File: src/rtl/lowpwr_pkg.sv
package lowpwr_pkg;

    typedef enum logic [1:0] {
        MODE_IDLE  = 2'b00,
        MODE_ADCQ  = 2'b01,
        MODE_PDOWN = 2'b10,
        MODE_STBY  = 2'b11
    } lp_mode_e;

    typedef enum logic [1:0] {
        ST_RUN,
        ST_DOZE,
        ST_OSC,
        ST_HOLD
    } lp_state_e;

    typedef struct packed {
        logic irq_int;
        logic irq_ext;
        logic int0;
        logic pin_chg;
        logic adc_done;
        logic nvm_rdy;
        logic rst_ext;
        logic rst_wdt;
        logic rst_bod;
    } lp_wake_t;

endpackage

File: src/rtl/lowpwr_cfg.sv
module lowpwr_cfg
    import lowpwr_pkg::*;
(
    input  logic     clk,
    input  logic     rst_n,
    input  logic     wr,
    input  logic [1:0] mode_in,
    input  logic     sen_in,
    input  logic     bod_in,
    output lp_mode_e mode_q,
    output logic     sen_q,
    output logic     bodoff_q
);
    always_ff @(posedge clk or negedge rst_n) begin
        if (!rst_n) begin
            mode_q   <= MODE_IDLE;
            sen_q    <= 1'b0;
            bodoff_q <= 1'b0;
        end else if (wr) begin
            mode_q   <= lp_mode_e'(mode_in);
            sen_q    <= sen_in;
            bodoff_q <= bod_in;
        end
    end
endmodule

File: src/rtl/lowpwr_wake_filt.sv
module lowpwr_wake_filt
    import lowpwr_pkg::*;
(
    input  lp_mode_e mode,
    input  lp_wake_t src,
    output logic     wake,
    output logic     rst_any
);
    lp_wake_t allow;

    // Each depth admits its own subset of sources; reset-class always admitted.
    always_comb begin
        allow = '0;
        allow.rst_ext = 1'b1;
        allow.rst_wdt = 1'b1;
        allow.rst_bod = 1'b1;
        allow.int0    = 1'b1;
        allow.pin_chg = 1'b1;
        unique case (mode)
            MODE_IDLE: begin
                allow.irq_int  = 1'b1;
                allow.irq_ext  = 1'b1;
                allow.adc_done = 1'b1;
                allow.nvm_rdy  = 1'b1;
            end
            MODE_ADCQ: begin
                allow.adc_done = 1'b1;
                allow.nvm_rdy  = 1'b1;
            end
            MODE_PDOWN, MODE_STBY: begin
            end
            default: begin
            end
        endcase
    end

    assign wake    = |(src & allow);
    assign rst_any = src.rst_ext | src.rst_wdt | src.rst_bod;
endmodule

File: src/rtl/lowpwr_dly.sv
module lowpwr_dly #(
    parameter int W = 8
) (
    input  logic         clk,
    input  logic         rst_n,
    input  logic         load,
    input  logic [W-1:0] val,
    output logic         last
);
    logic [W-1:0] cnt_q;

    always_ff @(posedge clk or negedge rst_n) begin
        if (!rst_n)
            cnt_q <= '0;
        else if (load)
            cnt_q <= val;
        else if (cnt_q != '0)
            cnt_q <= cnt_q - 1'b1;
    end

    assign last = (cnt_q == W'(1));
endmodule

File: src/rtl/lowpwr_ctrl.sv
module lowpwr_ctrl
    import lowpwr_pkg::*;
#(
    parameter int STBY_CYC = 6,
    parameter int BOD_CYC  = 1200
) (
    input  logic       clk,
    input  logic       rst_n,
    input  logic       cfg_wr,
    input  logic [1:0] cfg_mode,
    input  logic       cfg_sleep_en,
    input  logic       cfg_bod_off,
    input  logic       sleep_req,
    input  logic       xtal_sel,
    input  logic       adc_on,
    input  logic       osc_ready,
    input  logic       wk_irq_int,
    input  logic       wk_irq_ext,
    input  logic       wk_int0,
    input  logic       wk_pin_chg,
    input  logic       wk_adc_done,
    input  logic       wk_nvm_rdy,
    input  logic       wk_rst_ext,
    input  logic       wk_rst_wdt,
    input  logic       wk_rst_bod,
    output logic       clk_cpu_en,
    output logic       clk_io_en,
    output logic       clk_flash_en,
    output logic       clk_adc_en,
    output logic       osc_en,
    output logic       bod_en,
    output logic       adc_start,
    output logic       core_rst
);
    localparam int DLY_MAX = (BOD_CYC > STBY_CYC) ? BOD_CYC : STBY_CYC;
    localparam int CW      = $clog2(DLY_MAX + 1);
    localparam logic [CW-1:0] BOD_V  = CW'(BOD_CYC);
    localparam logic [CW-1:0] STBY_V = CW'(STBY_CYC);

    lp_state_e state_q, state_d;
    lp_mode_e  cfg_mode_q, slp_mode_q, eff_mode;
    logic      cfg_sen_q, cfg_bod_q, slp_bod_q;
    logic      wake_hit, rst_any, enter;
    logic      dly_load, dly_last;
    logic [CW-1:0] dly_val;
    logic      adc_start_q, core_rst_q;
    lp_wake_t  src;

    lowpwr_cfg u_cfg (
        .clk      (clk),
        .rst_n    (rst_n),
        .wr       (cfg_wr),
        .mode_in  (cfg_mode),
        .sen_in   (cfg_sleep_en),
        .bod_in   (cfg_bod_off),
        .mode_q   (cfg_mode_q),
        .sen_q    (cfg_sen_q),
        .bodoff_q (cfg_bod_q)
    );

    assign src = '{irq_int: wk_irq_int, irq_ext: wk_irq_ext, int0: wk_int0,
                   pin_chg: wk_pin_chg, adc_done: wk_adc_done, nvm_rdy: wk_nvm_rdy,
                   rst_ext: wk_rst_ext, rst_wdt: wk_rst_wdt, rst_bod: wk_rst_bod};

    lowpwr_wake_filt u_filt (
        .mode    (slp_mode_q),
        .src     (src),
        .wake    (wake_hit),
        .rst_any (rst_any)
    );

    lowpwr_dly #(.W(CW)) u_dly (
        .clk   (clk),
        .rst_n (rst_n),
        .load  (dly_load),
        .val   (dly_val),
        .last  (dly_last)
    );

    // Standby without the crystal option degrades to Power-down.
    assign eff_mode = (cfg_mode_q == MODE_STBY && !xtal_sel) ? MODE_PDOWN : cfg_mode_q;

    always_ff @(posedge clk or negedge rst_n) begin
        if (!rst_n)
            state_q <= ST_RUN;
        else
            state_q <= state_d;
    end

    always_ff @(posedge clk or negedge rst_n) begin
        if (!rst_n) begin
            slp_mode_q  <= MODE_IDLE;
            slp_bod_q   <= 1'b0;
            adc_start_q <= 1'b0;
            core_rst_q  <= 1'b0;
        end else begin
            if (enter) begin
                slp_mode_q <= eff_mode;
                slp_bod_q  <= cfg_bod_q && eff_mode[1];
            end
            adc_start_q <= enter && adc_on && !eff_mode[1];
            core_rst_q  <= (state_q == ST_DOZE) && rst_any;
        end
    end

    always_comb begin
        state_d  = state_q;
        enter    = 1'b0;
        dly_load = 1'b0;
        dly_val  = '0;
        unique case (state_q)
            ST_RUN: begin
                if (sleep_req && cfg_sen_q) begin
                    state_d = ST_DOZE;
                    enter   = 1'b1;
                end
            end
            ST_DOZE: begin
                if (wake_hit) begin
                    unique case (slp_mode_q)
                        MODE_IDLE, MODE_ADCQ: state_d = ST_RUN;
                        MODE_PDOWN:           state_d = ST_OSC;
                        MODE_STBY: begin
                            state_d  = ST_HOLD;
                            dly_load = 1'b1;
                            dly_val  = slp_bod_q ? BOD_V : STBY_V;
                        end
                        default:              state_d = ST_RUN;
                    endcase
                end
            end
            ST_OSC: begin
                if (osc_ready) begin
                    if (slp_bod_q) begin
                        state_d  = ST_HOLD;
                        dly_load = 1'b1;
                        dly_val  = BOD_V;
                    end else begin
                        state_d = ST_RUN;
                    end
                end
            end
            ST_HOLD: begin
                if (dly_last)
                    state_d = ST_RUN;
            end
            default: state_d = ST_RUN;
        endcase
    end

    always_comb begin
        clk_cpu_en   = 1'b0;
        clk_io_en    = 1'b0;
        clk_flash_en = 1'b0;
        clk_adc_en   = 1'b0;
        osc_en       = 1'b1;
        bod_en       = 1'b1;
        unique case (state_q)
            ST_RUN: begin
                clk_cpu_en   = 1'b1;
                clk_io_en    = 1'b1;
                clk_flash_en = 1'b1;
                clk_adc_en   = 1'b1;
            end
            ST_DOZE: begin
                bod_en = !slp_bod_q;
                unique case (slp_mode_q)
                    MODE_IDLE: begin
                        clk_io_en    = 1'b1;
                        clk_flash_en = 1'b1;
                        clk_adc_en   = 1'b1;
                    end
                    MODE_ADCQ:  clk_adc_en = 1'b1;
                    MODE_PDOWN: osc_en     = 1'b0;
                    MODE_STBY:  osc_en     = 1'b1;
                    default:    osc_en     = 1'b1;
                endcase
            end
            ST_OSC, ST_HOLD: begin
            end
            default: begin
            end
        endcase
    end

    assign adc_start = adc_start_q;
    assign core_rst  = core_rst_q;
endmodule

File: config.mk
export PLATFORM = sky130hd
export DESIGN_NAME = lowpwr_ctrl
export DESIGN_NICKNAME = d
export VERILOG_FILES = /design/src/rtl/lowpwr_pkg.sv /design/src/rtl/lowpwr_cfg.sv /design/src/rtl/lowpwr_wake_filt.sv /design/src/rtl/lowpwr_dly.sv /design/src/rtl/lowpwr_ctrl.sv
export SDC_FILE = /design/constraint.sdc
export NUM_CORES = 1
export LEC_CHECK = 0
export ABC_AREA = 1
export BUFFER_PORTS_ARGS = -buffer_cell sky130_fd_sc_hd__buf_2
export CAP_MARGIN = 20
export CORE_MARGIN = 3
export CORE_UTILIZATION = 45
export DETAILED_ROUTE_END_ITERATION = 12
export GPL_ROUTABILITY_DRIVEN = 1
export HOLD_SLACK_MARGIN = 0.05
export PLACE_DENSITY = 0.68
export SYNTH_ARGS = -nofsm -noshare
export SYNTH_HDL_FRONTEND = slang
export SYNTH_SLANG_ARGS = --single-unit
File: constraint.sdc
create_clock -name clk -period 3.4 [get_ports clk]
set_input_delay 0.51 -clock clk [delete_from_list [all_inputs] [get_ports clk]]
set_output_delay 0.51 -clock clk [all_outputs]
set_load 0.05 [all_outputs]
==> run metrics <==
status complete, no violations; area leader, netlist sky130_fd_sc_hd__dfrtp_1; total of endpoints with negative setup slack in the final report 0; Clock Skew 0.00975 ns; pin slew with the least headroom to its limit 0.495 ns; leakage power summed over all cells 0.816 nW; post-route total power 1.43 mW; average size of a mapped cell roughly 7.7 µm²; commonest non-fill, non-tap cell in the layout sky130_fd_sc_hd__nand2_1; type of element launching the critical path register; Comb pwr share roughly 54%; synthesized instance count 171; boundary pin count 28; setup bufs post-CTS 0; fraction of layout cells with a size suffix above 1 21.4%; total congestion overflow after global routing 0; clk slew on worst S/H paths 0.13 ns; clock sink total 22; H-tree levels 1; later-pin clock latency in the skew report 0.30 ns; top area cells in the synthesized netlist sky130_fd_sc_hd__dfrtp_1, sky130_fd_sc_hd__nand2_1, sky130_fd_sc_hd__inv_1; aggregate global-route resource usage 16.5%; buffer depth of the longest clock path 2; total number of yosys warnings 0; Iter 0 DRT Violations 42; highest metal layer with signal wires met4; net count of the finished layout 228; syn_nets 197; Multi-input gate area 659 µm²; root cell of the clock tree sky130_fd_sc_hd__clkbuf_4; post-DR wirelength/cell 11.2 µm; number of CTS-inserted buffers 3; via count 1147; routed wire length on met3 98 µm; post-layout instance area 1530 µm²; upper clock frequency limit 0.468 GHz; number of buffers inserted for hold repair after clock tree synthesis 0; count of different cell masters after synthesis 22; dpl hpwl approximately 2000 µm; reg-to-reg setup timing slack 1.67 ns; final estimated routing congestion in global placement 0.862; remaining number of nets flagged by the antenna check after routing 0; setup repair after global routing missed its margin no; Total Wirelength 2590 µm; crit path capture type output port; vertical die dimension 60.1 µm; VDD IR-drop max 0.775 mV; number of endpoints with negative hold slack in the final report 0; max-slew violation total from the final report 0; worst path required time roughly 2.9 ns; vias per std cell 4.97; first-pass GRT wire length 4550 µm; Final Cycle Share between 60 and 70%; diode count 0; internal power about 700 µW; post-synth top area share about two fifths; synthesis-to-finish area growth 16.6%; # rows 18; # resized after CTS 0; commonest cells after routing, fill and taps aside sky130_fd_sc_hd__nand2_1, sky130_fd_sc_hd__buf_2, sky130_fd_sc_hd__inv_1; met2 routed WL about 1200 µm; data arrival time of the worst path 1.63 ns; relative slew slack between 60% and 70%; clock share of power ~14%; sum of routed wire segments on met1 1250 µm; Die Footprint roughly 3600 µm²; input/output buffers 27; number of placed instances with taps included between 200 and 250; critical-path maximum fanout 5; vias in the first global route 1105; clock tree from TritonCTS done; Area after DPL approximately 1500 µm²; Switching Power 711 µW; part of the power in registers between 30% and 40%; initial cell density of the core about half; final worst path period need around 2.1 ns; area of the mapped netlist 1320 µm²; worst hold-check path type in2async; Final Instance Count excl. Fillers 231; FF/Latch Area 551 µm²; largest net degree at the start of global routing 23; switching share of power between 40% and 50%; sum of negative setup slack 0 ns; category of the critical setup timing path reg2out; power density relative to cell area 932 nW/µm²; MaxCap Viol Count 0; total of fill cells in the finished design 257; number of iterations in the first detailed-routing pass 4; width of the chip ~60 µm; DRC 0; core area 2640 µm²; antenna violations before repair 0; proportion of synthesized chip area in sequential cells 41.9%; Seq cells post-synth 22
sequential cells by signal, summed over array words and instances (netlist names):
| name | count |
|---|---|
| u_dly.cnt_q | 11 |
| u_cfg.bodoff_q | 1 |
| u_cfg.mode_q | 2 |
| core_rst | 1 |
| adc_start | 1 |
| u_cfg.sen_q | 1 |
| slp_mode_q | 2 |
| state_q | 2 |
| slp_bod_q | 1 |
final timing paths:
check,start,end,cells past startpoint
hold / removal,rst_n,core_rst,1
max in group asynchronous,rst_n,u_dly.cnt_q[8],1
setup / recovery,state_q[1],osc_en,5
hold reg to reg,u_cfg.mode_q[0],u_cfg.mode_q[0],1
setup reg to reg,state_q[1],u_dly.cnt_q[7],9
min in group clk,cfg_sleep_en,u_cfg.sen_q,3
kinds of logic (layout without fill, tap and decap cells):
logic type | after synthesis | in the layout | synth area share (%)
AO/OA/AOI/OAI | 26 | 26 | 12.2
AND/OR/NAND/NOR | 86 | 86 | 29.4
XOR/XNOR | 3 | 3 | 2.00
buffers and inverters | 27 | 57 | 7.99
adder cells (fa/ha/maj) | 6 | 6 | 5.71
multiplexers | 1 | 1 | 0.856
flip-flops | 22 | 22 | 41.9
stage by stage:
step / setup WS, ns / hold WS [ns] / util [%]
after global routing: 1.17 / 0.168 / 58.2
after floorplan: 1.07 / 0.214 / -
after global placement: 1.64 / 0.487 / 56.2
after CTS: 1.24 / 0.160 / 58.2
final: 1.26 / 0.146 / 58.2
after detailed placement: 1.61 / 0.492 / 56.2
Yosys cell counts:
library cell,number
sky130_fd_sc_hd__xor2_1,3
sky130_fd_sc_hd__nand2_1,44
sky130_fd_sc_hd__o21ai_0,17
sky130_fd_sc_hd__mux2_2,1
sky130_fd_sc_hd__ha_1,6
sky130_fd_sc_hd__inv_1,26
sky130_fd_sc_hd__or2_2,1
sky130_fd_sc_hd__nand4_1,1
sky130_fd_sc_hd__buf_4,1
sky130_fd_sc_hd__nand3_1,7
sky130_fd_sc_hd__dfrtp_1,22
sky130_fd_sc_hd__o21bai_4,1
sky130_fd_sc_hd__nor2_2,1
sky130_fd_sc_hd__nor2_1,20
sky130_fd_sc_hd__a21oi_2,1
sky130_fd_sc_hd__nor3_1,6
sky130_fd_sc_hd__nand4_4,1
sky130_fd_sc_hd__a21oi_4,1
sky130_fd_sc_hd__a21oi_1,5
sky130_fd_sc_hd__o22ai_1,1
sky130_fd_sc_hd__nor2_4,2
sky130_fd_sc_hd__nand2_2,3
final cells by class:
cell class | instances | area share (%)
multi-input cells | 122 | 43.0
flip-flops and latches | 22 | 35.9
repair buffers | 27 | 8.82
inverters | 26 | 6.37
well taps | 30 | 2.45
clock inverters | 1 | 1.96
clock buffers | 3 | 1.47
per-layer routing:
| layer | vias up | global-route usage [%] |
|---|---|---|
| li1 | 596 | - |
| met1 | 526 | 21.4 |
| met2 | 23 | 27.9 |
| met3 | 2 | 3.46 |
| met4 | 0 | 4.11 |
| met5 | - | 0 |
worst max-delay path, cell delays in order, from the launching register on:
cell	delay, ns
sky130_fd_sc_hd__dfrtp_1	0.43
sky130_fd_sc_hd__inv_1	0.09
sky130_fd_sc_hd__ha_1	0.24
sky130_fd_sc_hd__nand2_1	0.09
sky130_fd_sc_hd__or2_2	0.27
sky130_fd_sc_hd__buf_2	0.21
power groups by stage:
stage               logic [mW]  clock network, mW  registers, mW
CTS                      0.777              0.205          0.457
detailed placement       0.771                  0          0.463
finish                   0.771              0.197          0.460
global route             0.871              0.213          0.476
floorplan                0.621                  0          0.465
global placement         0.761                  0          0.456
Note: power is estimated with default switching activity, not from simulation.
